**src/rtl/masked_pipe_pkg.sv**
```systemverilog
package masked_pipe_pkg;

    localparam int DEF_DATA_W = 16;
    localparam int DEF_DEPTH  = 4;
    localparam int DEF_ACC_W  = 24;

    // hold flag of the flush controller
    typedef enum logic {
        GATE_PASS = 1'b0,
        GATE_HOLD = 1'b1
    } gate_e;

    // bits needed to hold a count from 0 up to max_val
    function automatic int count_bits(input int max_val);
        int w;
        w = 1;
        while ((1 << w) <= max_val) w++;
        return w;
    endfunction

endpackage

```
**src/rtl/mp_stage_chain.sv**
```systemverilog
module mp_stage_chain #(
    parameter int DATA_W = masked_pipe_pkg::DEF_DATA_W,
    parameter int DEPTH  = masked_pipe_pkg::DEF_DEPTH
) (
    input  logic              clk,
    input  logic              in_vld,
    input  logic [DATA_W-1:0] in_dat,
    output logic              tail_vld,
    output logic [DATA_W-1:0] tail_dat
);
    // reset-less shift stages: contents are unknown until flushed
    logic              vld_q [DEPTH];
    logic [DATA_W-1:0] dat_q [DEPTH];

    for (genvar s = 0; s < DEPTH; s++) begin : g_stage
        if (s == 0) begin : g_head
            always_ff @(posedge clk) begin
                vld_q[s] <= in_vld;
                dat_q[s] <= in_dat;
            end
        end else begin : g_body
            always_ff @(posedge clk) begin
                vld_q[s] <= vld_q[s-1];
                dat_q[s] <= dat_q[s-1];
            end
        end
    end

    assign tail_vld = vld_q[DEPTH-1];
    assign tail_dat = dat_q[DEPTH-1];

endmodule

```
**src/rtl/mp_flush_ctrl.sv**
```systemverilog
module mp_flush_ctrl
    import masked_pipe_pkg::*;
#(
    parameter int DEPTH = DEF_DEPTH
) (
    input  logic clk,
    input  logic rst,
    output logic hold
);
    localparam int CNT_W = count_bits(DEPTH);
    localparam logic [CNT_W-1:0] PRESET = CNT_W'(DEPTH);

    logic [CNT_W-1:0] cnt_q;
    gate_e            gate_q;

    always_ff @(posedge clk) begin
        if (rst) begin
            cnt_q  <= PRESET;
            gate_q <= GATE_HOLD;
        end else begin
            if (cnt_q != '0) cnt_q <= cnt_q - 1'b1;
            if (cnt_q <= CNT_W'(1)) gate_q <= GATE_PASS;
        end
    end

    assign hold = (gate_q == GATE_HOLD);

    AST_CNT_IN_RANGE: assert property (@(posedge clk) disable iff (rst)
        cnt_q <= PRESET) else $error("count above preset");
    AST_CNT_STEPS_DOWN: assert property (@(posedge clk) disable iff (rst)
        (cnt_q != '0) |=> (cnt_q == $past(cnt_q) - 1'b1)) else $error("count did not step");
    AST_PASS_AT_ZERO: assert property (@(posedge clk) disable iff (rst)
        (gate_q == GATE_PASS) == (cnt_q == '0)) else $error("flag and count disagree");

endmodule

```
**src/rtl/mp_accum.sv**
```systemverilog
module mp_accum #(
    parameter int DATA_W = masked_pipe_pkg::DEF_DATA_W,
    parameter int ACC_W  = masked_pipe_pkg::DEF_ACC_W
) (
    input  logic              clk,
    input  logic              rst,
    input  logic              clr,
    input  logic              add_en,
    input  logic [DATA_W-1:0] add_val,
    output logic [ACC_W-1:0]  acc
);
    logic [ACC_W-1:0] acc_q;

    // the only resettable element of the feedback loop
    always_ff @(posedge clk) begin
        if (clr)         acc_q <= '0;
        else if (add_en) acc_q <= acc_q + ACC_W'(add_val);
    end

    assign acc = acc_q;

    AST_ACC_CLEARED: assert property (@(posedge clk) disable iff (rst)
        clr |=> (acc_q == '0)) else $error("sum not cleared");
    AST_ACC_HOLDS: assert property (@(posedge clk) disable iff (rst)
        (!clr && !add_en) |=> $stable(acc_q)) else $error("sum moved while idle");

endmodule

```
**src/rtl/masked_pipe.sv**
```systemverilog
module masked_pipe
    import masked_pipe_pkg::*;
#(
    parameter int DATA_W = DEF_DATA_W,
    parameter int DEPTH  = DEF_DEPTH,
    parameter int ACC_W  = DEF_ACC_W
) (
    input  logic              clk,
    input  logic              rst,
    input  logic              in_vld,
    input  logic [DATA_W-1:0] in_dat,
    output logic              out_vld,
    output logic [DATA_W-1:0] out_dat,
    output logic [ACC_W-1:0]  out_sum
);
    logic              tail_vld;
    logic [DATA_W-1:0] tail_dat;
    logic              hold;
    logic              blank;
    logic              take;
    logic              vld_q;
    logic [DATA_W-1:0] dat_q;

    mp_stage_chain #(.DATA_W(DATA_W), .DEPTH(DEPTH)) u_chain (
        .clk      (clk),
        .in_vld   (in_vld),
        .in_dat   (in_dat),
        .tail_vld (tail_vld),
        .tail_dat (tail_dat)
    );

    mp_flush_ctrl #(.DEPTH(DEPTH)) u_ctrl (
        .clk  (clk),
        .rst  (rst),
        .hold (hold)
    );

    assign blank = rst | hold;
    assign take  = tail_vld & ~hold;

    // resettable output register, cleared for the whole hold interval
    always_ff @(posedge clk) begin
        if (blank) begin
            vld_q <= 1'b0;
            dat_q <= '0;
        end else begin
            vld_q <= take;
            dat_q <= take ? tail_dat : '0;
        end
    end

    mp_accum #(.DATA_W(DATA_W), .ACC_W(ACC_W)) u_acc (
        .clk     (clk),
        .rst     (rst),
        .clr     (blank),
        .add_en  (take),
        .add_val (tail_dat),
        .acc     (out_sum)
    );

    assign out_vld = vld_q;
    assign out_dat = dat_q;

    AST_MASKED_OUT_QUIET: assert property (@(posedge clk) disable iff (rst)
        hold |=> (!out_vld && out_dat == '0)) else $error("output leaked while held");
    AST_IDLE_DATA_ZERO: assert property (@(posedge clk) disable iff (rst)
        !out_vld |-> (out_dat == '0)) else $error("data nonzero while invalid");
    AST_SUM_ZERO_WHEN_HELD: assert property (@(posedge clk) disable iff (rst)
        hold |=> (out_sum == '0)) else $error("sum nonzero while held");

endmodule

```
**config.mk**
```make
export PLATFORM = sky130hd
export DESIGN_NAME = masked_pipe
export DESIGN_NICKNAME = d
export VERILOG_FILES = /design/src/rtl/masked_pipe_pkg.sv /design/src/rtl/mp_stage_chain.sv /design/src/rtl/mp_flush_ctrl.sv /design/src/rtl/mp_accum.sv /design/src/rtl/masked_pipe.sv
export SDC_FILE = /design/constraint.sdc
export NUM_CORES = 1
export LEC_CHECK = 0
export ABC_AREA = 1
export BUFFER_PORTS_ARGS = -buffer_cell sky130_fd_sc_hd__buf_2
export CORE_AREA = 2 2 87 89
export DETAILED_ROUTE_END_ITERATION = 10
export DIE_AREA = 0 0 89 91
export GPL_TIMING_DRIVEN = 0
export PLACE_DENSITY = 0.81
export SYNTH_ARGS = -nofsm -noshare
export SYNTH_HDL_FRONTEND = slang
export SYNTH_SLANG_ARGS = --single-unit
```
**constraint.sdc**
```tcl
create_clock -name clk -period 5 [get_ports clk]
set_input_delay 0.5 -clock clk [delete_from_list [all_inputs] [get_ports clk]]
set_output_delay 0.5 -clock clk [all_outputs]
set_load 0.005 [all_outputs]
```
==> qor.csv <==
stage;metric;value;unit
placement;dpl ws;3040;ps
global_routing;total grt overflow;0;
setup_path;Worst Path Max Fanout;3;
detailed_routing;Via Count;3478;
detailed_routing;DR vias/cell;5.02;
synth;Yosys cell types;30;
cts;clock buffer count from CTS;17;
cts;CTS sink count;113;
power;Static Leak;2.75;nW
placement;Placement Cell Area;4590;um^2
synth;yosys warns;0;
cts;clk root buf;clkbuf_8;
synth;post-synthesis sequential area ratio;54.2;%
floorplanning;DIE HEIGHT;91;um
setup_path;Arr. time, crit path;2440;ps
cells_and_area;Post-Route Utilization;73.5;%
cells_and_area;antenna cell count;0;
synth;syn nets;542;
floorplanning;IO Count;60;
cts;cts-stage hold buffer count;0;
run;max-cap violations;0;
global_routing;initial antenna violation count;0;
placement;post-DP HPWL;6840;um
timing;period utilisation layout;40.8;%
synth;Yosys reg bits;113;
setup_path;CP Class;reg -> reg;
synth;syn avg cell area;8.30;um^2
cells_and_area;synth-to-layout area growth;25.6;%
cts;Setup Fix Bufs, Post-CTS;0;
detailed_routing;Remaining DRCs;0;
power;pwr dens;500;nW/um^2
synth;Mapped Cells;503;
synth;Post-Syn Area;4170;um^2
timing;unrepaired setup endpoints after global routing;false;
detailed_routing;wire per inst;14.6;um
detailed_routing;Detailed Route Iter0 Violations;201;
cells_and_area;nets@finish;620;
global_routing;Total GRT Usage;26.9;%
timing;final hold vios;0;
floorplanning;core footprint;7140;um^2
timing;max frequency;0.490;GHz
timing;post-route setup TNS;0;ps
cts;H-tree depth;4;
cells_and_area;share of layout cells above drive strength 1;20.2;%
timing;Final setup viols;0;
status;status;finished, final reports clean;
setup_path;Crit. End Element;register;
cts;clock slew at reported path FFs;60;ps
placement;routability cong.;0.927;
cts;CTS tree;yes;
cts;# resized after CTS;0;
floorplanning;row count;31;
timing;Slew @ Worst Pin;579;ps
timing;Final WS setup;2960;ps
setup_path;required time worst endpoint;5400;ps
floorplanning;DIE AREA;8100;um^2
detailed_routing;router iterations before antenna repair;5;
global_routing;number of global-route vias before repair;3582;
timing;Final min period;2040;ps
detailed_routing;ANT nets after route;0;
setup_path;CP Launch Type;register;
floorplanning;DIE WIDTH;89;um
floorplanning;Starting Density;58.5;%
power;Max IR drop VDD;0.000338;V
cells_and_area;Finished Cell Area;5240;um^2
global_routing;largest net degree at the start of global routing;17;
detailed_routing;Post-Route WL;10100;um
timing;skew final;11.2;ps
cts;clk buf depth;2;
placement;port bufs;59;
timing;max-slew violations;0;
hold_path;type of the tightest min-delay check;in -> reg;
cts;Skew-Pair Late Insertion Delay;520;ps
global_routing;first-pass GRT wire length;16400;um
timing;relative slew slack;61.4;%
## per-stage QoR
step                      hold slack [ps]  std cells  total power [mW]
after floorplan                       310        503              1.21
after global placement                310        661              1.30
after detailed placement              313        661              1.31
after CTS                            68.2        693              2.64
after global routing                 70.0        693              2.72
final                                81.2        693              2.62
## report_power, final
| part | switching (mW) | internal (mW) | total [mW] |
|---|---|---|---|
| Combinational | 0.201 | 0.107 | 0.308 |
| Sequential | 0.0366 | 0.964 | 1.00 |
| Clock | 0.426 | 0.888 | 1.31 |
## cells in the mapped netlist, drive strengths merged
master | instances | area, um^2
a21oi | 23 | 123
a31oi | 1 | 6.26
and2 | 3 | 20.0
buf | 4 | 25.0
clkbuf | 2 | 7.51
dfxtp | 113 | 2260
fa | 1 | 20.0
ha | 19 | 238
inv | 78 | 293
nand2 | 109 | 424
nand3 | 32 | 185
nand3b | 1 | 7.51
nand4 | 3 | 18.8
nor2 | 82 | 343
nor3 | 4 | 20.0
nor3b | 1 | 7.51
o211ai | 1 | 7.51
o21ai | 15 | 75.1
o21bai | 4 | 30.0
o221ai | 1 | 8.76
xnor2 | 1 | 8.76
xor2 | 5 | 43.8
## cells in the final DEF (no fill, tap or decap), drive strengths merged, types with 4 or more instances in the layout
master  instances
bufinv          5
ha             19
inv            80
nor3            4
buf            63
nand3          32
o21bai          4
nor2           82
xor2            5
o21ai          15
clkbuf         22
nand2         109
a21oi          23
dfxtp         113
## cell families after synthesis
family                     count (synthesis)  synth area share, %
DFF                                      113                 54.2
xor gates and xnor gates                   6                 1.26
adders and majority gates                 20                 6.18
AOI/OAI and AO/OA                         45                 6.00
and+or+nand+nor                          235                 24.6
buffers and inverters                     84                 7.79
## worst max-delay path: stages (launching register included)
cell	delay, ps
dfxtp_1	320
ha_1	250
fa_1	460
nand2_1	100
nand2_1	90
nand3_1	80
nand2_1	150
nand2_1	110
nand2_1	70
nand2_1	60
nand2_1	40
o21bai_1	140
inv_1	60
## per-layer routing
| metal | share of wire, % | global-route usage (%) |
|---|---|---|
| met5 | 0 | 0 |
| met1 | 41 | 30.0 |
| met2 | 53 | 47.9 |
| met4 | 1.8 | 9.58 |
| met3 | 4.1 | 7.27 |
## worst paths after layout
kind | start | to | slack, ps | cells after the start
worst min-delay path | in_dat[9] | u_chain.dat_q[0][9] | 80 | 1
worst min register to register | u_chain.dat_q[1][2] | u_chain.dat_q[2][2] | 320 | 0
worst max register to register | u_acc.acc[0] | u_acc.acc[14] | 2960 | 12
worst max-delay path | u_acc.acc[0] | u_acc.acc[14] | 2960 | 12
## layout make-up
cell class,instances,area (um^2)
Clock inverter,12,204
Timing Repair Buffer,59,295
Clock buffer,20,445
Tap cell,99,124
Sequential cell,113,2260
Buffer,6,32.5
Inverter,78,293
Multi-Input combinational cell,306,1590
Fill cell,557,1890
## flip-flops by register name, indices dropped and copies added, names as in the netlist
name	cells
out_dat	16
out_vld	1
u_acc.acc	24
u_chain.dat_q	64
u_chain.vld_q	4
u_ctrl.cnt_q	3
u_ctrl.hold	1
No activity file was read; power rests on OpenSTA's default activity.
